File: src/rtl/wdl_pkg.sv
package wdl_pkg;
  localparam int COLS = 4;
  typedef logic [COLS-1:0] quad_t;
endpackage

File: src/rtl/wdl_addr_ctr.sv
module wdl_addr_ctr #(
  parameter int ADDR_W = 4
) (
  input  logic              clk,
  input  logic              rst,
  input  logic [ADDR_W-1:0] len_code,
  input  logic              adv,
  output logic [ADDR_W-1:0] addr,
  output logic [ADDR_W-1:0] len_q
);
  always_ff @(posedge clk) begin
    if (rst) begin
      addr  <= '0;
      len_q <= len_code;
    end else if (adv) begin
      addr <= (addr == len_q) ? '0 : addr + 1'b1;
    end
  end
endmodule

File: src/rtl/wdl_ram_stage.sv
module wdl_ram_stage
  import wdl_pkg::*;
#(
  parameter int ADDR_W = 4
) (
  input  logic              clk,
  input  logic              rst,
  input  logic              rd_en,
  input  logic              wr_en,
  input  logic [ADDR_W-1:0] addr,
  input  logic [1:0]        din,
  output quad_t             stor
);
  localparam int DEPTH = 2 ** ADDR_W;

  quad_t mem [DEPTH];

  // column 0/1: newest pair, column 2/3: pair recycled from the last read
  always_ff @(posedge clk) begin
    if (wr_en) mem[addr] <= {stor[1:0], din};
  end

  always_ff @(posedge clk) begin
    if (rst)        stor <= '0;
    else if (rd_en) stor <= mem[addr];
  end
endmodule

File: src/rtl/wdl_pair_ser.sv
module wdl_pair_ser (
  input  logic clk,
  input  logic rst,
  input  logic vld,
  input  logic phase,
  input  logic bit_a,
  input  logic bit_b,
  output logic q
);
  always_ff @(posedge clk) begin
    if (rst)      q <= 1'b0;
    else if (vld) q <= phase ? bit_a : bit_b;
  end
endmodule

File: src/rtl/wdl_delay_line.sv
module wdl_delay_line
  import wdl_pkg::*;
#(
  parameter int ADDR_W     = 4,
  parameter int NUM_STAGES = 2,
  localparam int TAPS      = 2 * NUM_STAGES
) (
  input  logic              clk,
  input  logic              rst,
  input  logic [ADDR_W-1:0] len_code,
  input  logic              in_valid,
  input  logic              in_bit,
  output logic [TAPS-1:0]   dly_o
);
  logic              phase_q;
  logic              first_q;
  logic              rd_en;
  logic              wr_en;
  logic [ADDR_W-1:0] addr_w;
  logic [ADDR_W-1:0] len_w;
  quad_t             stor_w [NUM_STAGES];
  logic [1:0]        din_w  [NUM_STAGES];

  assign rd_en = in_valid & ~phase_q;
  assign wr_en = in_valid &  phase_q;

  always_ff @(posedge clk) begin
    if (rst) begin
      phase_q <= 1'b0;
      first_q <= 1'b0;
    end else if (in_valid) begin
      phase_q <= ~phase_q;
      if (!phase_q) first_q <= in_bit;
    end
  end

  wdl_addr_ctr #(.ADDR_W(ADDR_W)) u_ctr (
    .clk(clk), .rst(rst), .len_code(len_code), .adv(wr_en),
    .addr(addr_w), .len_q(len_w)
  );

  for (genvar s = 0; s < NUM_STAGES; s++) begin : g_stage
    if (s == 0) begin : g_head
      assign din_w[s] = {in_bit, first_q};
    end else begin : g_chain
      assign din_w[s] = stor_w[s-1][3:2];
    end

    wdl_ram_stage #(.ADDR_W(ADDR_W)) u_ram (
      .clk(clk), .rst(rst), .rd_en(rd_en), .wr_en(wr_en),
      .addr(addr_w), .din(din_w[s]), .stor(stor_w[s])
    );

    wdl_pair_ser u_ser_lo (
      .clk(clk), .rst(rst), .vld(in_valid), .phase(phase_q),
      .bit_a(stor_w[s][0]), .bit_b(stor_w[s][1]), .q(dly_o[2*s])
    );

    wdl_pair_ser u_ser_hi (
      .clk(clk), .rst(rst), .vld(in_valid), .phase(phase_q),
      .bit_a(stor_w[s][2]), .bit_b(stor_w[s][3]), .q(dly_o[2*s+1])
    );
  end
endmodule

File: config.mk
export PLATFORM = sky130hd
export DESIGN_NAME = wdl_delay_line
export DESIGN_NICKNAME = d
export VERILOG_FILES = /design/src/rtl/wdl_pkg.sv /design/src/rtl/wdl_addr_ctr.sv /design/src/rtl/wdl_ram_stage.sv /design/src/rtl/wdl_pair_ser.sv /design/src/rtl/wdl_delay_line.sv
export SDC_FILE = /design/constraint.sdc
export NUM_CORES = 1
export LEC_CHECK = 0
export BUFFER_PORTS_ARGS = -buffer_cell sky130_fd_sc_hd__buf_4
export CAP_MARGIN = 5
export CORE_UTILIZATION = 35
export DETAILED_ROUTE_END_ITERATION = 6
export HOLD_SLACK_MARGIN = 0.08
export PLACE_DENSITY = 0.56
export SKIP_LAST_GASP = 1
export SLEW_MARGIN = 0
export SYNTH_ARGS = -nofsm -noshare
export SYNTH_HDL_FRONTEND = slang
export SYNTH_HIERARCHICAL = 1
export SYNTH_SLANG_ARGS = --single-unit
File: constraint.sdc
create_clock -name clk -period 2 [get_ports clk]
set_input_delay 0.4 -clock clk [delete_from_list [all_inputs] [get_ports clk]]
set_output_delay 0.4 -clock clk [all_outputs]
set_load 0.05 [all_outputs]
==> metrics, run 1 <==
status finished, final reports clean; Tcrit/Tclk final between 90 and 100%; post-route minimum period 1.85 ns; synth warn 6; largest family of logic cells by synthesized area multiplexers; Max VDD drop 0.585 mV; Post-DP Area about 6600 um^2; grt ovf 0; post-CTS sizing 0; vias in the first global route approximately 3400; Hold Crit Class in -> reg; # diodes 0; fin area 7180 um^2; cts-stage hold buffer count 0; Site Rows 47; P_leak 2.29 nW; Hold Fails Final Rpt 0; reg2reg path depth 3; Worst Max-Slew Pin Slew 0.658 ns; Final nets a little over 400; startpoint types flop; Worst Path Arrival just under 2 ns; post-CTS setup buffers 0; synth top area cells edfxtp_1 (65%), dfxtp_1 (6.0%), mux2i_1 (6.0%); worst-case clock buffer depth 2; Fill cells 1506; cell taking the most area after synthesis edfxtp_1; pins over their slew limit 0; io pins 12; crit path max fanout 6; r2r endpoint g_stage[1].u_ram/mem[3][2]; post-synthesis compound-gate area fraction roughly 4.5%; Clock Skews 0.00867 ns; Core Footprint 16800 um^2; Seq/Total Area, Yosys between 70% and 80%; mux contribution to synthesized area between 10 and 15%; drt via density 5.08; die height 134 um; Post-synth ARST share 0%; Syn Inst Count 359; ANT nets after route 0; final setup fails 0; PwrDens roughly 980 nW/um^2; Synth Area per Inst 16.9 um^2; CTS tree built; post-synth top area share between 60% and 70%; FF-to-FF setup slack 0.15 ns; vias 3210; routed len/inst 18.2 um; clock sinks 150; maximum clock rate 0.540 GHz; DPL Wire Length 7.79 mm; xor/xnor share of the synthesized area 0.992%; Worst-path clk slew approximately 0.060 ns; total iterations of the first detailed-routing run 4; pin count of the biggest net entering global routing 29; first-pass GRT wire length 18.9 mm; power after layout 7.07 mW; slew margin rel. 56.0%; Hold WS 0.158 ns; gp weighted congestion 0.767; IO buf count 11; Synth top cells by count edfxtp_1 (132), nor2_1 (41), mux2i_1 (36), dfxtp_1 (18), o22ai_1 (18); hold depth 1; DRC viols 0; Mapped Nets ~370; drt initial violations 215; Initial Utilization 36.1%; layout cells sized above 1 21.4%; HP Start len_code[3]; Worst-Skew Late Latency 0.42 ns; library cells used by synthesis 39; most frequent cell after synthesis edfxtp_1; DIE AREA 17800 um^2; Die Span X around 130 um; Clk Tree Root Cell clkbuf_16; antenna violations before repair 0; WP data required 2.09 ns; overall routing resource usage about 14%; Post-synth EDFFs 132; RSZ-0062 raised after global routing false; worst r2r src phase_q; TritonCTS buffer count 17; Post-Synth Adder-Cell Area less than 1%; Crit Path Class reg -> reg; cell area after synthesis 6060 um^2; htree depth 4; Yosys reg bits 150; Post-Synth Simple-Gate Area 8.10%; final wirelength 11.5 mm; CP Capture Type flop; synthesis-to-finish area growth 18.6%; worst hold endpoint u_ctr/len_q[3]; ys flop type edfxtp_1; Max-Cap Viols 0
flip-flops by register name, indices dropped and copies added, names as in the netlist:
signal / count
g_stage.u_ram/mem: 128
g_stage.u_ram/stor: 8
u_ctr/addr: 4
u_ctr/len_q: 4
g_stage.u_ser_hi/q: 2
g_stage.u_ser_lo/q: 2
first_q: 1
phase_q: 1
final cells by class:
cell class / instances / area, um^2 / share of cell area [%]
clock buffer: 18 / 429 / 5.98
clock inverter: 14 / 174 / 2.42
multi-input combinational: 193 / 1650 / 23.0
sequential: 150 / 4330 / 60.2
tap: 220 / 275 / 3.83
timing repair buffer: 37 / 328 / 4.57
report_power, final:
group	leakage, nW	internal, mW	total [mW]	switching, mW
Combinational	0.643	0.145	0.344	0.199
Sequential	1.36	3.48	3.53	0.0567
Clock	0.285	1.97	3.19	1.22
Total	2.29	5.59	7.07	1.48
metrics by stage:
stage | cells | setup slack [ns] | utilization (%) | TNS [ns]
after floorplan | 359 | 0.0970 | - | 0
after global placement | 600 | 0.0194 | 39.2 | 0
after detailed placement | 600 | -0.00610 | 39.2 | -0.0450
after CTS | 632 | 0.165 | 42.8 | 0
after global routing | 632 | 0.0578 | 42.8 | 0
final | 632 | 0.150 | 42.8 | 0
how the worst max path moves through the flow:
stage                                             to  cells after the start           from
after floorplan           g_stage[0].u_ram/mem[3][0]                      3        phase_q
after global placement    g_stage[1].u_ram/mem[1][3]                      4       in_valid
after detailed placement  g_stage[1].u_ram/mem[1][3]                      4       in_valid
after CTS                   g_stage[1].u_ram/stor[1]                      5  u_ctr/addr[0]
after global routing      g_stage[1].u_ram/mem[1][1]                      3        phase_q
final                     g_stage[1].u_ram/mem[3][2]                      3        phase_q
critical path: stages, from the launching register on:
cell and delay (ns):
dfxtp_1 0.32, and2_1 0.35, or3b_2 0.55, nor2_1 0.31
layer usage:
metal | share of wire [%] | up-vias | track usage (%)
met5 | 0 | - | 0
met2 | 51 | 50 | 23.7
met3 | 2.7 | 16 | 4.30
met4 | 1.6 | 0 | 5.37
met1 | 45 | 1632 | 17.9
li1 | - | 1512 | -
placed cells by master (no fill, tap or decap), drive strengths merged, types with 6 or more instances in the layout:
master  Yosys  layout
edfxtp    132     132
nor2       41      41
buf         8      37
mux2i      36      36
o22ai      20      20
clkbuf      8      18
dfxtp      18      18
mux4       16      16
nor3       12      12
a211oi      9       9
nand2b      6       6
cell families (layout without fill, tap and decap cells):
family / after synthesis / after routing
simple gates: 94 / 94
buf+inv: 16 / 69
fa+ha+maj: 1 / 1
flops: 150 / 150
compound gates: 36 / 36
mux: 56 / 56
xor+xnor: 6 / 6
No activity file was read; power rests on OpenSTA's default activity.
==> run 2: changes to the inputs <==
--- a/config.mk
+++ b/config.mk
@@ -10,6 +10,7 @@
 export CORE_UTILIZATION = 35
 export DETAILED_ROUTE_END_ITERATION = 6
 export HOLD_SLACK_MARGIN = 0.08
+export MAX_ROUTING_LAYER = met4
 export PLACE_DENSITY = 0.56
 export SKIP_LAST_GASP = 1
 export SLEW_MARGIN = 0
==> metrics, run 2 (synthesis results as in run 1) <==
Seq. cell area 4330 um^2 (unchanged); first-pass GRT wire length 18.9 mm (about the same); Largest register FFs 128 (unchanged); Hold Crit Class in -> reg (unchanged); clock sinks 150 (unchanged); Hold Fails Final Rpt 0 (unchanged); pins over their slew limit 0 (unchanged); maximum clock rate 0.541 GHz (was 0.540 GHz); Hold WS 0.154 ns (was 0.158 ns); r2r endpoint g_stage[0].u_ram/mem[0][0] (was g_stage[1].u_ram/mem[3][2]); antenna violations before repair 0 (unchanged); DPL Wire Length 7.79 mm (unchanged); Max-Cap Viols 0 (unchanged); TritonCTS buffer count 17 (unchanged); Final WS setup 0.150 ns (about the same); FF-to-FF setup slack 0.15 ns (about the same); Initial Utilization 36.1% (unchanged); CP Capture Type flop (unchanged); io pins 12 (unchanged); drt initial violations 221 (was 215); hold depth 1 (unchanged); WP data required 2.08 ns (was 2.09 ns); Max stage delay on crit path 0.55 ns (about the same); crit path max-delay cell type or3b_2 (unchanged); top flop regs g_stage.u_ram/mem: 128 flops, g_stage.u_ram/stor: 8 flops (unchanged); reg2reg path depth 3 (unchanged); Final Util 42.8% (unchanged); synthesis-to-finish area growth 18.6% (unchanged); vias in the first global route 3443 (was 3441); gp weighted congestion 0.778 (was 0.767); RSZ-0062 raised after global routing false (unchanged); Site Rows 47 (unchanged); Clk Tree Root Cell clkbuf_16 (unchanged); Crit Path Class reg -> reg (unchanged); overall routing resource usage 14.9% (was 14.4%); Final Non-Filler Cells 632 (unchanged); worst-case clock buffer depth 2 (unchanged); Fill cells 1506 (unchanged); crit path max fanout 6 (unchanged); post-route minimum period 1.85 ns (about the same); post-CTS sizing 0 (unchanged); startpoint types flop (unchanged); power after layout 7.08 mW (was 7.07 mW); post-CTS setup buffers 0 (unchanged); setup TNS 0 ns (unchanged); DIE AREA 17800 um^2 (unchanged); Clock Skews 0.0129 ns (was 0.00867 ns); status finished, final reports clean (unchanged); most frequent cells in the layout edfxtp_1 (132), nor2_1 (41), mux2i_1 (36) (unchanged); grt ovf 0 (unchanged); final wirelength 11.6 mm (was 11.5 mm); Post-DP Area 6580 um^2 (unchanged); cts-stage hold buffer count 0 (unchanged); Top reg by flops g_stage.u_ram/mem (unchanged); pre-CTS WS -0.00610 ns (unchanged); worst r2r src phase_q (unchanged); Tcrit/Tclk final 92.5% (about the same); P_leak 2.29 nW (unchanged); Die Span X 134 um (unchanged); HP Start len_code[3] (unchanged); total iterations of the first detailed-routing run 5 (was 4); htree depth 4 (unchanged); Worst-Skew Late Latency 0.42 ns (about the same); CTS tree built (unchanged); routed len/inst 18.4 um (was 18.2 um); layout cells sized above 1 21.4% (unchanged); Core Footprint 16800 um^2 (unchanged); PwrDens 986 nW/um^2 (was 985 nW/um^2); slew margin rel. 57.5% (was 56.0%); Max VDD drop 0.585 mV (about the same); ANT nets after route 0 (unchanged); area of the multi-input gates 1650 um^2 (unchanged); DRC viols 0 (unchanged); CP cell instances and2_1, or3b_2, nor2_1 (unchanged); worst hold endpoint u_ctr/len_q[3] (unchanged); fin area 7180 um^2 (unchanged); most common cell after layout, fill and taps aside edfxtp_1 (unchanged); # diodes 0 (unchanged); drt via density 5.16 (was 5.08); Worst Max-Slew Pin Slew 0.637 ns (was 0.658 ns); pin count of the biggest net entering global routing 29 (unchanged); Worst-path clk slew 0.06 ns (about the same); Final nets 408 (unchanged); IO buf count 11 (unchanged); Worst Path Arrival 1.93 ns (was 1.94 ns); final setup fails 0 (unchanged); Post-Place Cells 600 (unchanged); vias 3258 (was 3210); die height 134 um (unchanged)
run 2: how the worst max path moves through the flow:
stage	from	to	slack (ns)
final	phase_q	g_stage[0].u_ram/mem[0][0]	0.15
after global routing	phase_q	g_stage[1].u_ram/mem[1][1]	0.06
after CTS	u_ctr/addr[0]	g_stage[1].u_ram/stor[1]	0.16
after detailed placement	in_valid	g_stage[1].u_ram/mem[1][3]	-0.006
after global placement	in_valid	g_stage[1].u_ram/mem[1][3]	0.02
after floorplan	phase_q	g_stage[0].u_ram/mem[3][0]	0.1
run 2: layer usage:
layer,routed length (um),vias up,part of all wire (%),GRT usage (%)
li1,-,1513,-,-
met1,5180,1657,45,17.8
met2,5900,73,51,23.9
met3,392,15,3.4,4.41
met4,172,0,1.5,4.99
met5,0,-,0,-
run 2: where the power goes:
part           switching [mW]  internal [mW]  leakage, nW
sequential             0.0570           3.48         1.36
clock                    1.23           1.97        0.285
combinational           0.200          0.145        0.643
total                    1.48           5.59         2.29
run 2: area by class of cell:
| cell class | count | area share (%) |
|---|---|---|
| Clock inverter | 14 | 2.42 |
| Clock buffer | 18 | 5.98 |
| Sequential cell | 150 | 60.2 |
| Timing Repair Buffer | 37 | 4.57 |
| Multi-Input combinational cell | 193 | 23.0 |
| Tap cell | 220 | 3.83 |
run 2: worst max-delay path, delay by kind of cell, from the launching register on:
| kind | cells | cell delay, ns |
|---|---|---|
| AND/OR/NAND/NOR | 3 | 1.20 |
| flip-flops | 1 | 0.32 |
